## src/rtl/flash_seq_pkg.sv

```systemverilog
package flash_seq_pkg;

  typedef enum logic [1:0] {
    TY_RD    = 2'd0,
    TY_WR    = 2'd1,
    TY_RD_A  = 2'd2,
    TY_WR_A  = 2'd3
  } op_type_e;

  typedef enum logic [2:0] {
    ST_IDLE,
    ST_PRE,
    ST_GAP,
    ST_CMD,
    ST_ADR,
    ST_DAT
  } seq_state_e;

  // control-side register indices
  localparam logic [2:0] RG_MENU_LO = 3'd0;
  localparam logic [2:0] RG_MENU_HI = 3'd1;
  localparam logic [2:0] RG_TYPES   = 3'd2;
  localparam logic [2:0] RG_PREFIX  = 3'd3;
  localparam logic [2:0] RG_ADDR    = 3'd4;
  localparam logic [2:0] RG_CTRL    = 3'd5;
  localparam logic [2:0] RG_STATUS  = 3'd6;

  // control word bits
  localparam int CB_PRE_EN  = 4;
  localparam int CB_PRE_SEL = 5;
  localparam int CB_DATA_EN = 6;
  localparam int CB_GO      = 7;
  localparam int CB_CNT_LSB = 8;

  // status bits
  localparam int SB_BUSY = 0;
  localparam int SB_DONE = 1;
  localparam int SB_ERR  = 2;

endpackage

```

## src/rtl/flash_seq_clkdiv.sv

```systemverilog
module flash_seq_clkdiv #(
  parameter  int DIV_HALF = 2,
  localparam int CW       = $clog2(DIV_HALF + 1)
) (
  input  logic clk_i,
  input  logic rst_ni,
  input  logic en_i,
  output logic tick_o
);

  logic [CW-1:0] cnt_q;
  logic          wrap;

  assign wrap   = (cnt_q == CW'(DIV_HALF - 1));
  assign tick_o = en_i && wrap;

  always_ff @(posedge clk_i or negedge rst_ni) begin
    if (!rst_ni)     cnt_q <= '0;
    else if (!en_i)  cnt_q <= '0;
    else if (wrap)   cnt_q <= '0;
    else             cnt_q <= cnt_q + 1'b1;
  end

endmodule

```

## src/rtl/flash_seq_shift.sv

```systemverilog
module flash_seq_shift (
  input  logic       clk_i,
  input  logic       rst_ni,
  input  logic       tick_i,
  input  logic       start_i,
  input  logic [7:0] tx_i,
  input  logic       miso_i,
  output logic       sck_o,
  output logic       mosi_o,
  output logic       done_o,
  output logic [7:0] rx_o
);

  logic       busy_q, sck_q, done_q;
  logic [7:0] tx_sr_q, rx_sr_q;
  logic [2:0] bit_q;

  always_ff @(posedge clk_i or negedge rst_ni) begin
    if (!rst_ni) begin
      busy_q  <= 1'b0;
      sck_q   <= 1'b0;
      done_q  <= 1'b0;
      tx_sr_q <= '0;
      rx_sr_q <= '0;
      bit_q   <= '0;
    end else begin
      done_q <= 1'b0;
      if (start_i) begin
        busy_q  <= 1'b1;
        tx_sr_q <= tx_i;
        bit_q   <= '0;
      end else if (busy_q && tick_i) begin
        if (!sck_q) begin
          sck_q   <= 1'b1;
          rx_sr_q <= {rx_sr_q[6:0], miso_i};
        end else begin
          sck_q <= 1'b0;
          if (bit_q == 3'd7) begin
            busy_q <= 1'b0;
            done_q <= 1'b1;
          end else begin
            bit_q   <= bit_q + 3'd1;
            tx_sr_q <= {tx_sr_q[6:0], 1'b0};
          end
        end
      end
    end
  end

  assign sck_o  = sck_q;
  assign mosi_o = tx_sr_q[7];
  assign done_o = done_q;
  assign rx_o   = rx_sr_q;

  assert_sck_idle_R10: assert property (@(posedge clk_i) disable iff (!rst_ni)
    !busy_q |-> !sck_q);

  assert_mosi_hold_R10: assert property (@(posedge clk_i) disable iff (!rst_ni)
    (sck_q && $past(sck_q)) |-> $stable(tx_sr_q[7]));

endmodule

```

## src/rtl/flash_seq_ctrl.sv

```systemverilog
module flash_seq_ctrl
  import flash_seq_pkg::*;
#(
  parameter  int BUF_BYTES = 64,
  parameter  int GAP_TICKS = 5,
  localparam int BIDX_W    = $clog2(BUF_BYTES),
  localparam int CNT_W     = BIDX_W + 1,
  localparam int GAP_W     = $clog2(GAP_TICKS + 1)
) (
  input  logic              clk_i,
  input  logic              rst_ni,
  input  logic              go_i,
  input  logic [2:0]        sel_i,
  input  logic              pre_en_i,
  input  logic              pre_sel_i,
  input  logic              data_en_i,
  input  logic [CNT_W-1:0]  cnt_i,
  input  logic [63:0]       menu_i,
  input  logic [15:0]       types_i,
  input  logic [15:0]       prefix_i,
  input  logic [23:0]       addr_i,
  input  logic              tick_i,
  input  logic              sh_done_i,
  input  logic [7:0]        sh_rx_i,
  input  logic [7:0]        buf_rd_i,
  output logic              busy_o,
  output logic              fin_o,
  output logic              rej_o,
  output logic              cs_no,
  output logic              sh_start_o,
  output logic [7:0]        sh_tx_o,
  output logic [BIDX_W-1:0] buf_idx_o,
  output logic              buf_we_o,
  output logic [7:0]        buf_wd_o
);

  seq_state_e        state_q;
  op_type_e          ty_q;
  logic [7:0]        op_q, pre_q;
  logic [23:0]       addr_q;
  logic              den_q, cs_n_q, issue_q, fin_q, rej_q;
  logic [BIDX_W-1:0] last_q, k_q;
  logic [1:0]        ab_q;
  logic [GAP_W-1:0]  gap_q;
  logic              too_long, accept, reject;

  assign too_long = data_en_i && (cnt_i >= CNT_W'(BUF_BYTES));
  assign busy_o   = (state_q != ST_IDLE) || fin_q;
  assign accept   = go_i && !busy_o && !too_long;
  assign reject   = go_i && (busy_o || too_long);

  always_ff @(posedge clk_i or negedge rst_ni) begin
    if (!rst_ni) begin
      state_q <= ST_IDLE;
      ty_q    <= TY_RD;
      op_q    <= '0;
      pre_q   <= '0;
      addr_q  <= '0;
      den_q   <= 1'b0;
      cs_n_q  <= 1'b1;
      issue_q <= 1'b0;
      fin_q   <= 1'b0;
      rej_q   <= 1'b0;
      last_q  <= '0;
      k_q     <= '0;
      ab_q    <= '0;
      gap_q   <= '0;
    end else begin
      issue_q <= 1'b0;
      fin_q   <= 1'b0;
      rej_q   <= reject;
      unique case (state_q)
        ST_IDLE: if (accept) begin
          op_q    <= menu_i[{sel_i, 3'b000} +: 8];
          ty_q    <= op_type_e'(types_i[{sel_i, 1'b0} +: 2]);
          pre_q   <= pre_sel_i ? prefix_i[15:8] : prefix_i[7:0];
          addr_q  <= addr_i;
          den_q   <= data_en_i;
          last_q  <= cnt_i[BIDX_W-1:0];
          cs_n_q  <= 1'b0;
          issue_q <= 1'b1;
          state_q <= pre_en_i ? ST_PRE : ST_CMD;
        end
        ST_PRE: if (sh_done_i) begin
          cs_n_q  <= 1'b1;
          gap_q   <= '0;
          state_q <= ST_GAP;
        end
        ST_GAP: if (tick_i) begin
          if (gap_q == GAP_W'(GAP_TICKS - 1)) begin
            cs_n_q  <= 1'b0;
            issue_q <= 1'b1;
            state_q <= ST_CMD;
          end else begin
            gap_q <= gap_q + 1'b1;
          end
        end
        ST_CMD: if (sh_done_i) begin
          if (ty_q[1]) begin
            ab_q    <= '0;
            issue_q <= 1'b1;
            state_q <= ST_ADR;
          end else if (den_q) begin
            k_q     <= '0;
            issue_q <= 1'b1;
            state_q <= ST_DAT;
          end else begin
            cs_n_q  <= 1'b1;
            fin_q   <= 1'b1;
            state_q <= ST_IDLE;
          end
        end
        ST_ADR: if (sh_done_i) begin
          if (ab_q != 2'd2) begin
            ab_q    <= ab_q + 2'd1;
            issue_q <= 1'b1;
          end else if (den_q) begin
            k_q     <= '0;
            issue_q <= 1'b1;
            state_q <= ST_DAT;
          end else begin
            cs_n_q  <= 1'b1;
            fin_q   <= 1'b1;
            state_q <= ST_IDLE;
          end
        end
        ST_DAT: if (sh_done_i) begin
          if (k_q == last_q) begin
            cs_n_q  <= 1'b1;
            fin_q   <= 1'b1;
            state_q <= ST_IDLE;
          end else begin
            k_q     <= k_q + 1'b1;
            issue_q <= 1'b1;
          end
        end
        default: state_q <= ST_IDLE;
      endcase
    end
  end

  always_comb begin
    sh_tx_o = 8'h00;
    unique case (state_q)
      ST_PRE: sh_tx_o = pre_q;
      ST_CMD: sh_tx_o = op_q;
      ST_ADR: sh_tx_o = (ab_q == 2'd0) ? addr_q[23:16] :
                        (ab_q == 2'd1) ? addr_q[15:8]  : addr_q[7:0];
      ST_DAT: sh_tx_o = ty_q[0] ? buf_rd_i : 8'h00;
      default: sh_tx_o = 8'h00;
    endcase
  end

  assign sh_start_o = issue_q;
  assign cs_no      = cs_n_q;
  assign fin_o      = fin_q;
  assign rej_o      = rej_q;
  assign buf_idx_o  = k_q;
  assign buf_we_o   = (state_q == ST_DAT) && sh_done_i && !ty_q[0];
  assign buf_wd_o   = sh_rx_i;

  assert_start_in_frame_R3: assert property (@(posedge clk_i) disable iff (!rst_ni)
    sh_start_o |-> !cs_no);

  assert_gap_cs_high_R3: assert property (@(posedge clk_i) disable iff (!rst_ni)
    (state_q == ST_GAP) |-> cs_no);

  assert_data_bound_R4: assert property (@(posedge clk_i) disable iff (!rst_ni)
    (state_q == ST_DAT) |-> (k_q <= last_q));

  assert_busy_reject_R8: assert property (@(posedge clk_i) disable iff (!rst_ni)
    (go_i && busy_o) |=> rej_o);

  assert_overflow_quiet_R9: assert property (@(posedge clk_i) disable iff (!rst_ni)
    (go_i && !busy_o && too_long) |=> (cs_no && state_q == ST_IDLE));

endmodule

```

## src/rtl/flash_seq_top.sv

```systemverilog
module flash_seq_top
  import flash_seq_pkg::*;
#(
  parameter  int DIV_HALF  = 2,
  parameter  int BUF_BYTES = 64,
  localparam int BUF_WORDS = BUF_BYTES / 4,
  localparam int WIDX_W    = (BUF_WORDS > 8) ? $clog2(BUF_WORDS) : 3,
  localparam int REG_AW    = WIDX_W + 1
) (
  input  logic              clk_i,
  input  logic              rst_ni,
  input  logic              reg_we_i,
  input  logic [REG_AW-1:0] reg_addr_i,
  input  logic [31:0]       reg_wdata_i,
  output logic [31:0]       reg_rdata_o,
  output logic              spi_sck_o,
  output logic              spi_cs_no,
  output logic              spi_mosi_o,
  input  logic              spi_miso_i
);

  localparam int BIDX_W = $clog2(BUF_BYTES);
  localparam int CNT_W  = BIDX_W + 1;

  logic [63:0]       menu_q;
  logic [15:0]       types_q, prefix_q;
  logic [23:0]       addr_q;
  logic              done_q, err_q;
  logic [7:0]        buf_q [BUF_BYTES];

  logic [WIDX_W-1:0] ridx;
  logic [2:0]        ctl_sel;
  logic              ctl_hit, dw_hit, ctl_we, stat_we, go;
  logic              busy, fin, rej, tick, sh_start, sh_done;
  logic [7:0]        sh_tx, sh_rx, buf_rd, buf_wd;
  logic [BIDX_W-1:0] buf_idx;
  logic              buf_we;

  assign ridx    = reg_addr_i[WIDX_W-1:0];
  assign ctl_sel = ridx[2:0];
  assign ctl_hit = !reg_addr_i[REG_AW-1] && ((ridx >> 3) == '0);
  assign dw_hit  = reg_addr_i[REG_AW-1] && ((ridx >> (BIDX_W - 2)) == '0);
  assign ctl_we  = reg_we_i && ctl_hit;
  assign stat_we = ctl_we && (ctl_sel == RG_STATUS);
  assign go      = ctl_we && (ctl_sel == RG_CTRL) && reg_wdata_i[CB_GO];

  always_ff @(posedge clk_i or negedge rst_ni) begin
    if (!rst_ni) begin
      menu_q   <= '0;
      types_q  <= '0;
      prefix_q <= '0;
      addr_q   <= '0;
    end else if (ctl_we) begin
      unique case (ctl_sel)
        RG_MENU_LO: menu_q[31:0]  <= reg_wdata_i;
        RG_MENU_HI: menu_q[63:32] <= reg_wdata_i;
        RG_TYPES:   types_q       <= reg_wdata_i[15:0];
        RG_PREFIX:  prefix_q      <= reg_wdata_i[15:0];
        RG_ADDR:    addr_q        <= reg_wdata_i[23:0];
        default: ;
      endcase
    end
  end

  always_ff @(posedge clk_i or negedge rst_ni) begin
    if (!rst_ni) begin
      done_q <= 1'b0;
      err_q  <= 1'b0;
    end else begin
      if (fin || rej)                          done_q <= 1'b1;
      else if (stat_we && reg_wdata_i[SB_DONE]) done_q <= 1'b0;
      if (rej)                                 err_q  <= 1'b1;
      else if (stat_we && reg_wdata_i[SB_ERR])  err_q  <= 1'b0;
    end
  end

  // engine capture wins over a same-cycle register write
  always_ff @(posedge clk_i or negedge rst_ni) begin
    if (!rst_ni) begin
      for (int i = 0; i < BUF_BYTES; i++) buf_q[i] <= '0;
    end else begin
      if (reg_we_i && dw_hit)
        for (int j = 0; j < 4; j++)
          buf_q[{ridx[BIDX_W-3:0], 2'(j)}] <= reg_wdata_i[8*j +: 8];
      if (buf_we) buf_q[buf_idx] <= buf_wd;
    end
  end

  assign buf_rd = buf_q[buf_idx];

  always_comb begin
    reg_rdata_o = '0;
    if (dw_hit) begin
      for (int j = 0; j < 4; j++)
        reg_rdata_o[8*j +: 8] = buf_q[{ridx[BIDX_W-3:0], 2'(j)}];
    end else if (ctl_hit) begin
      unique case (ctl_sel)
        RG_MENU_LO: reg_rdata_o = menu_q[31:0];
        RG_MENU_HI: reg_rdata_o = menu_q[63:32];
        RG_TYPES:   reg_rdata_o = {16'h0, types_q};
        RG_PREFIX:  reg_rdata_o = {16'h0, prefix_q};
        RG_ADDR:    reg_rdata_o = {8'h0, addr_q};
        RG_STATUS:  begin
          reg_rdata_o[SB_BUSY] = busy;
          reg_rdata_o[SB_DONE] = done_q;
          reg_rdata_o[SB_ERR]  = err_q;
        end
        default: reg_rdata_o = '0;
      endcase
    end
  end

  flash_seq_clkdiv #(.DIV_HALF(DIV_HALF)) u_div (
    .clk_i  (clk_i),
    .rst_ni (rst_ni),
    .en_i   (busy),
    .tick_o (tick)
  );

  flash_seq_shift u_shift (
    .clk_i   (clk_i),
    .rst_ni  (rst_ni),
    .tick_i  (tick),
    .start_i (sh_start),
    .tx_i    (sh_tx),
    .miso_i  (spi_miso_i),
    .sck_o   (spi_sck_o),
    .mosi_o  (spi_mosi_o),
    .done_o  (sh_done),
    .rx_o    (sh_rx)
  );

  flash_seq_ctrl #(.BUF_BYTES(BUF_BYTES)) u_ctrl (
    .clk_i      (clk_i),
    .rst_ni     (rst_ni),
    .go_i       (go),
    .sel_i      (reg_wdata_i[2:0]),
    .pre_en_i   (reg_wdata_i[CB_PRE_EN]),
    .pre_sel_i  (reg_wdata_i[CB_PRE_SEL]),
    .data_en_i  (reg_wdata_i[CB_DATA_EN]),
    .cnt_i      (reg_wdata_i[CB_CNT_LSB +: CNT_W]),
    .menu_i     (menu_q),
    .types_i    (types_q),
    .prefix_i   (prefix_q),
    .addr_i     (addr_q),
    .tick_i     (tick),
    .sh_done_i  (sh_done),
    .sh_rx_i    (sh_rx),
    .buf_rd_i   (buf_rd),
    .busy_o     (busy),
    .fin_o      (fin),
    .rej_o      (rej),
    .cs_no      (spi_cs_no),
    .sh_start_o (sh_start),
    .sh_tx_o    (sh_tx),
    .buf_idx_o  (buf_idx),
    .buf_we_o   (buf_we),
    .buf_wd_o   (buf_wd)
  );

  assert_err_with_done_R7: assert property (@(posedge clk_i) disable iff (!rst_ni)
    $rose(err_q) |-> done_q);

  assert_done_w1c_R7: assert property (@(posedge clk_i) disable iff (!rst_ni)
    (stat_we && reg_wdata_i[SB_DONE] && !fin && !rej) |=> !done_q);

  assert_reset_idle_R11: assert property (@(posedge clk_i) disable iff (!rst_ni)
    !busy |-> (spi_cs_no && !spi_sck_o));

endmodule

```

## config.mk

```make
export PLATFORM = sky130hd
export DESIGN_NAME = flash_seq_top
export DESIGN_NICKNAME = d
export VERILOG_FILES = /design/src/rtl/flash_seq_pkg.sv /design/src/rtl/flash_seq_clkdiv.sv /design/src/rtl/flash_seq_shift.sv /design/src/rtl/flash_seq_ctrl.sv /design/src/rtl/flash_seq_top.sv
export SDC_FILE = /design/constraint.sdc
export NUM_CORES = 2
export LEC_CHECK = 0
export BUFFER_PORTS_ARGS = -buffer_cell sky130_fd_sc_hd__buf_2
export CELL_PAD_IN_SITES_DETAIL_PLACEMENT = 0
export CELL_PAD_IN_SITES_GLOBAL_PLACEMENT = 2
export CORE_ASPECT_RATIO = 1.2
export CORE_MARGIN = 3
export CORE_UTILIZATION = 43
export DETAILED_ROUTE_END_ITERATION = 7
export PLACE_DENSITY = 0.93
export SYNTH_ARGS = -nofsm -noshare
export SYNTH_HDL_FRONTEND = slang
export SYNTH_SLANG_ARGS = --single-unit
```

## constraint.sdc

```tcl
create_clock -name clk_i -period 3.1 [get_ports clk_i]
set_clock_uncertainty 0.05 [all_clocks]
set_input_delay 0.31 -clock clk_i [delete_from_list [all_inputs] [get_ports clk_i]]
set_output_delay 0.31 -clock clk_i [all_outputs]
set_load 0.05 [all_outputs]
```

* Yosys cells after proc, flatten, opt, wreduce, memory -nomap -nowiden *
Cells that the tools add are included.

storage, ports and cells
  bits in registers = 725
  bits of input ports = 41
  output and inout port bits = 35
  word-level logic and storage cells = 331

operators by class
  add/subtract/negate cells = 5
  magnitude comparators = 11
  equality and inequality tests = 32
  shift operators = 2
  mux-type cells = 125
  bitwise logic cells = 7
  reduce and logical (&&, ||, !) cells = 57

operators by type and width
  operator              number
  $bwmux W512           5
  $mux W512             2
  $bmux W8 S6           5
  $demux W8 S6          5
  $mux W8               23
  $pmux W29 S5          1
  $mux W32              2
  $shiftx A64 B7 Y8     1
  $mux W3               18
  $ge A7 B7 Y1 const B  6
  $mux W6               7
  $mux W1               41
  $pmux W3 S6           2
  $lt A7 B1 Y1 const B  5
  $not A6 Y7            5
  $pmux W8 S4           1
  $eq A3 B3 Y1 const B  7
  $logic_and A1 B1 Y1   21
  $ne A2 B2 Y1 const B  10
  $pmux W6 S3           1
  $shiftx A16 B5 Y2     1
  $mux W2               7
  $reduce_and A2 Y1     7
  $reduce_bool A2 Y1    7
  27 further kinds      49

* Logic depth before layout (Yosys ltp) *
  depth in word-level cells = 12
  depth in mapped cells = 11
  mapped depth without buffers = 8

* Hierarchy *
A second synthesis with hierarchy kept.

unflattened totals
  cell total of the unflattened synthesis = 4,160
  area, all modules = 42,993.7 µm²

modules (own cells, without submodules)
  module            times used  cells an instance  area an instance (µm²)  sequential area each (µm²)
  flash_seq_top     1           3,642              37,821.3                15,865.2
  flash_seq_ctrl    1           439                4,167.7                 1,677.9
  flash_seq_shift   1           74                 925.9                   550.5
  flash_seq_clkdiv  1           5                  78.8                    50.0

* Worst setup path after synthesis *
No wires, ideal clock.

  kind = input to output
  start point = input port reg_addr_i[0]
  end point = output port reg_rdata_o[1]
  arrival time = 2,687 ps
  data required time = 2,740 ps
  setup slack = 53 ps
  stages on the path = 9
  path buffers = 6
  cells stage by stage = buf_2 buf_4 buf_4 buf_4 buf_2 clkbuf_1 a21oi_1 o211ai_1 o21ai_0

between the ends
  cells in the longest elaborated chain, start to end = 5
  elaborated cells between the ends (all ways) = 13
  classes of those cells = eq/ne: 5; mux: 6; bitwise: 1; reduce/logical: 1

ends and longest elaborated chain
  element                                     line                 source
  start, declared                             flash_seq_top.sv:13  input logic [REG_AW-1:0] reg_addr_i,
  $not A6 Y7 (not written as such)            flash_seq_top.sv:95  reg_rdata_o[8*j +: 8] = buf_q[{ridx[BIDX_W-3:0], 2'(j)}];
  $bmux W8 S6                                 flash_seq_top.sv:95
  $mux W8 (not written as such) (2 in a row)  flash_seq_top.sv:95
  $mux W32 *                                  flash_seq_top.sv:93  if (dw_hit) begin
  end, declared                               flash_seq_top.sv:15  output logic [31:0] reg_rdata_o,

Every way passes the cells marked *; elsewhere a longest branch is shown, timed or not. The select of a mux whose other input is x is not followed.

* Worst setup path in the final report *
  start point = register u_ctrl.k_q[3] (netlist: u_ctrl.buf_idx_o[3])
  end point = register u_shift.tx_sr_q[4]

between the ends
  cells in the longest elaborated chain, start to end = 7

ends and longest elaborated chain
  element                                     line                   source
  start, declared                             flash_seq_ctrl.sv:42   logic [BIDX_W-1:0] last_q, k_q;
  start signal, assigned                      flash_seq_ctrl.sv:133  k_q <= k_q + 1'b1;
  $not A6 Y7 (not written as such)            flash_seq_top.sv:89    assign buf_rd = buf_q[buf_idx];
  $bmux W8 S6                                 flash_seq_top.sv:89
  $mux W8 (not written as such) (2 in a row)  flash_seq_top.sv:89
  $mux W8                                     flash_seq_ctrl.sv:149  ST_DAT: sh_tx_o = ty_q[0] ? buf_rd_i : 8'h00;
  $pmux W8 S4                                 flash_seq_ctrl.sv:144  unique case (state_q)
  $mux W8                                     flash_seq_shift.sv:28  if (start_i) begin
  end signal, assigned                        flash_seq_shift.sv:30  tx_sr_q <= tx_i;
  end signal, assigned                        flash_seq_shift.sv:43  tx_sr_q <= {tx_sr_q[6:0], 1'b0};
  end, declared                               flash_seq_shift.sv:15  logic [7:0] tx_sr_q, rx_sr_q;

No other way between the ends. The select of a mux whose other input is x is not followed.
A chain may end at the register's enable or synchronous reset.

==> flow_summary.html <==
<table>
<tr><th>Metric</th><th>Value</th></tr>
<tr><th colspan="2">Timing</th></tr>
<tr><td>Final setup margin</td><td>-106.6 ps</td></tr>
<tr><td>Final sum of negative setup slack</td><td>-184.4 ps</td></tr>
<tr><td>Final Hold Slack</td><td>108.2 ps</td></tr>
<tr><td>Headroom to the max-slew limit</td><td>0.2419</td></tr>
<tr><td>Number of pins exceeding their max-slew limit in the final report</td><td>0</td></tr>
<tr><td>Number of hold violations in the final report</td><td>0</td></tr>
<tr><td>Final count of negative-setup-slack endpoints</td><td>10</td></tr>
<tr><td>Setup repair after global routing missed its margin</td><td>yes</td></tr>
<tr><td>Final Critical Period</td><td>roughly 3200 ps</td></tr>
<tr><td>Part of the cycle the worst path needs</td><td>1.034</td></tr>
<tr><td>Peak Freq</td><td>311.9 MHz</td></tr>
<tr><td>Slew at the pin closest to its max-slew limit</td><td>1137 ps</td></tr>
<tr><th colspan="2">Pwr</th></tr>
<tr><td>Worst IR Drop VDD</td><td>0.4890 mV</td></tr>
<tr><td>Leakage power summed over all cells</td><td>roughly 19 nW</td></tr>
<tr><td>Cell area power density</td><td>between 600 and 700 mW/mm^2</td></tr>
<tr><th colspan="2">Global route</th></tr>
<tr><td>Maximum number of pins on one net before global-route repair</td><td>100</td></tr>
<tr><td>Via count of the first global-routing pass</td><td>between 30000 and 40000</td></tr>
<tr><td>Initial antenna violation count</td><td>15</td></tr>
<tr><td>Overall global routing resource usage</td><td>0.3907</td></tr>
<tr><td>First-pass GRT wire length</td><td>between 200 and 300 mm</td></tr>
<tr><td>Remaining global-route overflow</td><td>0</td></tr>
<tr><th colspan="2">CTS</th></tr>
<tr><td>TritonCTS clock tree</td><td>built</td></tr>
<tr><td>CTS Sinks</td><td>725</td></tr>
<tr><td>CTS clock-pin slew for the worst setup and hold paths</td><td>roughly 60 ps</td></tr>
<tr><td>Number of buffers created by CTS</td><td>79</td></tr>
<tr><td>Maximum clock insertion buffer count</td><td>3</td></tr>
<tr><td>H-tree depth reported by CTS</td><td>3</td></tr>
<tr><td>Buffer cell driving the clock tree root</td><td>clkbuf_16</td></tr>
<tr><td>Clock latency at the later pin of the worst-skew pair</td><td>between 600 and 700 ps</td></tr>
<tr><th colspan="2">Setup path</th></tr>
<tr><td>Cell family with the largest share of critical-path delay</td><td>simple AND/OR/NAND/NOR gates</td></tr>
<tr><td>Launch instance of the worst register-to-register path</td><td>u_ctrl.buf_idx_o[3]</td></tr>
<tr><td>Worst r2r path cells</td><td>8</td></tr>
<tr><td>Most Frequent Cell on Critical Path</td><td>buf_4</td></tr>
<tr><td>Delay of the slowest cell on the worst path</td><td>just over 600 ps</td></tr>
<tr><td>Largest fanout of any net on the critical path</td><td>11</td></tr>
<tr><td>Crit. End Element</td><td>flop</td></tr>
<tr><td>FF-to-FF setup slack</td><td>-110 ps</td></tr>
<tr><td>Cell breakdown of the critical path</td><td>or3b_2 &gt; nor2_1 &gt; buf_4 &gt; buf_4 &gt; a22oi_1 &gt; nand4_1 &gt; a2111oi_1 &gt; o21ai_0</td></tr>
<tr><td>Startpoint type of the worst setup path</td><td>flop</td></tr>
<tr><td>Worst EP required</td><td>3580 ps</td></tr>
<tr><td>Crit-path slowest cell</td><td>dfrtp_1</td></tr>
<tr><td>Worst Path Class, Setup</td><td>flop to flop</td></tr>
<tr><td>Count of buffering cells on the critical path with inverters included</td><td>2</td></tr>
<tr><td>Worst r2r dst</td><td>u_shift.tx_sr_q[4]</td></tr>
<tr><td>Worst path arrival time</td><td>~3700 ps</td></tr>
<tr><th colspan="2">Synthesis</th></tr>
<tr><td>Most common cell in the netlist</td><td>dfrtp_1</td></tr>
<tr><td>Cell area after technology mapping</td><td>about 0.043 sq mm</td></tr>
<tr><td>Per-instance average area after synthesis</td><td>between 10 and 15 sq um</td></tr>
<tr><td>Net Count, Synth</td><td>approximately 4100</td></tr>
<tr><td>Warnings from Yosys</td><td>0</td></tr>
<tr><td>Count of cell types in the netlist</td><td>71</td></tr>
<tr><td>Number of instances in the synthesized netlist</td><td>slightly above 4000</td></tr>
<tr><td>Async set-reset flop share out of synthesis</td><td>1.000</td></tr>
<tr><td>Sequential cell area fraction in the yosys report</td><td>0.4223</td></tr>
<tr><td>Number of synthesized register bits</td><td>approximately 730</td></tr>
<tr><td>Largest area contributor in the netlist</td><td>dfrtp_1</td></tr>
<tr><td>Dominant register cell in the synthesized netlist</td><td>dfrtp_1</td></tr>
<tr><td>Synth cell count leaders</td><td>dfrtp_1 (724), mux2i_1 (620), nand2_1 (535)</td></tr>
<tr><td>Top cells by area in the synthesized netlist</td><td>dfrtp_1 (42%), mux2i_1 (14%), mux4_2 (13%), nand2_1 (4.7%), o21ai_0 (4.4%)</td></tr>
<tr><td>Portion of synthesized cell area occupied by the leading cell type</td><td>0.4217</td></tr>
<tr><td>Number of flops mapped to enable cells by yosys</td><td>0</td></tr>
<tr><th colspan="2">Finish</th></tr>
<tr><td>Fraction of final layout cells with drive strength greater than 1</td><td>0.2386</td></tr>
<tr><td>Layout overhead on the synthesized area</td><td>14.85%</td></tr>
<tr><td>Number of filler cells placed in the layout</td><td>8921</td></tr>
<tr><td>Final-stage net count</td><td>4163</td></tr>
<tr><th colspan="2">Floorplan</th></tr>
<tr><td>Horizontal die dimension</td><td>294.6 um</td></tr>
<tr><td>Number of cell rows</td><td>about 130</td></tr>
<tr><td>Die extent in y</td><td>352.3 um</td></tr>
<tr><td>Initial core utilization</td><td>0.4354</td></tr>
<tr><td>Floorplan Core Area</td><td>between 0.09 and 0.1 sq mm</td></tr>
<tr><td>Number of primary I/O pins</td><td>76</td></tr>
<tr><td>Die ar.</td><td>between 0.1 and 0.15 sq mm</td></tr>
<tr><th colspan="2">Job</th></tr>
<tr><td>Total of max-cap violations</td><td>0</td></tr>
<tr><th colspan="2">Hold path</th></tr>
<tr><td>Origin of the worst min-delay path</td><td>reg_we_i</td></tr>
<tr><td>Type of the tightest min-delay check</td><td>input pin to flop</td></tr>
<tr><td>Hold worst-path end</td><td>err_q</td></tr>
<tr><td>Worst hold stages</td><td>5</td></tr>
<tr><th colspan="2">Route</th></tr>
<tr><td>Number of nets with antenna violations after routing</td><td>0</td></tr>
<tr><td>First-iteration detailed-routing DRC count</td><td>between 5000 and 6000</td></tr>
<tr><td>Via density</td><td>6.712</td></tr>
<tr><td>Drc violations</td><td>0</td></tr>
<tr><td>Per-cell routed wire length</td><td>37.52 um</td></tr>
<tr><td>Number of vias in the routed layout</td><td>around 37000</td></tr>
<tr><td>Final wirelength</td><td>204.9 mm</td></tr>
<tr><td>First-pass detailed-route iteration total</td><td>6</td></tr>
<tr><th colspan="2">Outcome</th></tr>
<tr><td>Status</td><td>finished with violations</td></tr>
<tr><td>Violations in the final reports</td><td>negative setup slack</td></tr>
<tr><th colspan="2">Place</th></tr>
<tr><td>Placer Congestion</td><td>1.122</td></tr>
<tr><td>Detailed placement HPWL</td><td>roughly 150 mm</td></tr>
<tr><td>Number of port buffers</td><td>75</td></tr>
</table>
sequential cells by signal, summed over array words and instances, names as in the netlist, 3 cells and up:
name / flops
u_shift.bit_q: 3
u_ctrl.op_q: 8
buf_q: 512
types_q: 16
u_shift.tx_sr_q: 8
addr_q: 24
u_ctrl.gap_q: 3
u_ctrl.addr_q: 24
u_shift.rx_o: 8
u_ctrl.pre_q: 8
u_ctrl.buf_idx_o: 6
u_ctrl.last_q: 6
menu_q: 64
prefix_q: 16
u_ctrl.state_q: 3
metal layers:
layer	part of all wire	global-route usage	wire length (um)	up-vias
met4	0.092	0.2837	18950	10
li1	-	-	-	14890
met5	0.00056	0.004690	115	-
met2	0.44	0.5922	89940	2658
met1	0.36	0.4838	73990	18300
met3	0.11	0.09856	21860	790
power by group:
group          leakage [nW]  total, mW  internal, mW  switching, mW
Clock                  1.38       10.5          6.10           4.35
Sequential             8.05       14.8          11.3           3.47
Combinational          9.21       8.03          3.44           4.59
Total                  18.6       33.3          20.8           12.4
worst register-to-register path, delay by kind of cell, from the launching register on:
kind	cells	cell delay, ps
buffers and inverters	2	360
and+or+nand+nor	3	1080
AOI/OAI and AO/OA	3	980
DFF	1	610
timing repair:
action                                  CTS  global route
pin swaps                                 3             8
endpoints found under the setup margin   24            25
hold buffers                              2             0
buffers inserted                          7             7
hold endpoints to repair                 39             0
gates resized for setup                  43            44
worst max path at each step:
stage               cells after the start                start                  to  slack, ps
global route                            4            buf_q[84]     reg_rdata_o[12]         -5
floorplan                               9        reg_addr_i[0]      reg_rdata_o[1]         50
detailed placement                      8  u_ctrl.buf_idx_o[4]  u_shift.tx_sr_q[4]        -50
CTS                                     4            buf_q[14]     reg_rdata_o[22]        0.2
global placement                        8  u_ctrl.buf_idx_o[4]  u_shift.tx_sr_q[4]        -10
finish                                  8  u_ctrl.buf_idx_o[3]  u_shift.tx_sr_q[4]       -110
area by class of cell:
class,count,area [sq um],area share
multi-input combinational,2900,22950,0.4652
sequential,725,18220,0.3691
antenna,5,12.51,0.0002536
inverter,14,52.55,0.001065
tap,1280,1602,0.03246
clock buffer,108,2226,0.04511
clock inverter,34,594.3,0.01204
timing repair buffer,394,3690,0.07477
cells in the final DEF (no fill, tap or decap), drive strengths merged, types with 4 or more instances in the layout:
cell type and n:
o22ai 22, clkbuf 109, a221oi 40, ha 8, nor3 16, buf 391
or3 7, a211o 4, mux2 145, nand2b 15, a221o 4, nand3 29
a32o 4, a22o 22, nand4 6, nor2 322, and2 9, dfrtp 724
clkinv 18, mux2i 620, a21oi 243, diode 5, bufinv 12, a32oi 4
and3 10, nor3b 10, o22a 7, and3b 5, a31oi 9, mux4 247
nand2 536, inv 17, a22oi 70, nor2b 16, o211ai 6, nand3b 7
o21ai 400, xor2 9, o221ai 9
logic make-up after synthesis:
logic type | after synthesis | share of synthesized area
buf+inv | 429 | 0.04662
xor+xnor | 11 | 0.002242
compound gates | 865 | 0.1163
simple gates | 1004 | 0.09834
mux | 1012 | 0.3119
fa+ha+maj | 8 | 0.002330
flops | 725 | 0.4223
metrics by stage:
step	total power [mW]	worst slack, ps	utilization	cell area [sq um]	cells
CTS	32.84	0.2411	0.4984	49190	5448
finish	33.26	-106.6	0.5000	49350	5460
floorplan	17.84	52.88	-	42970	4054
detailed placement	22.37	-53.72	0.4684	46220	5297
global placement	22.24	-11.34	0.4684	46220	5297
global route	34.10	-5.185	0.4999	49330	5455
No activity file was read; power rests on OpenSTA's default activity.
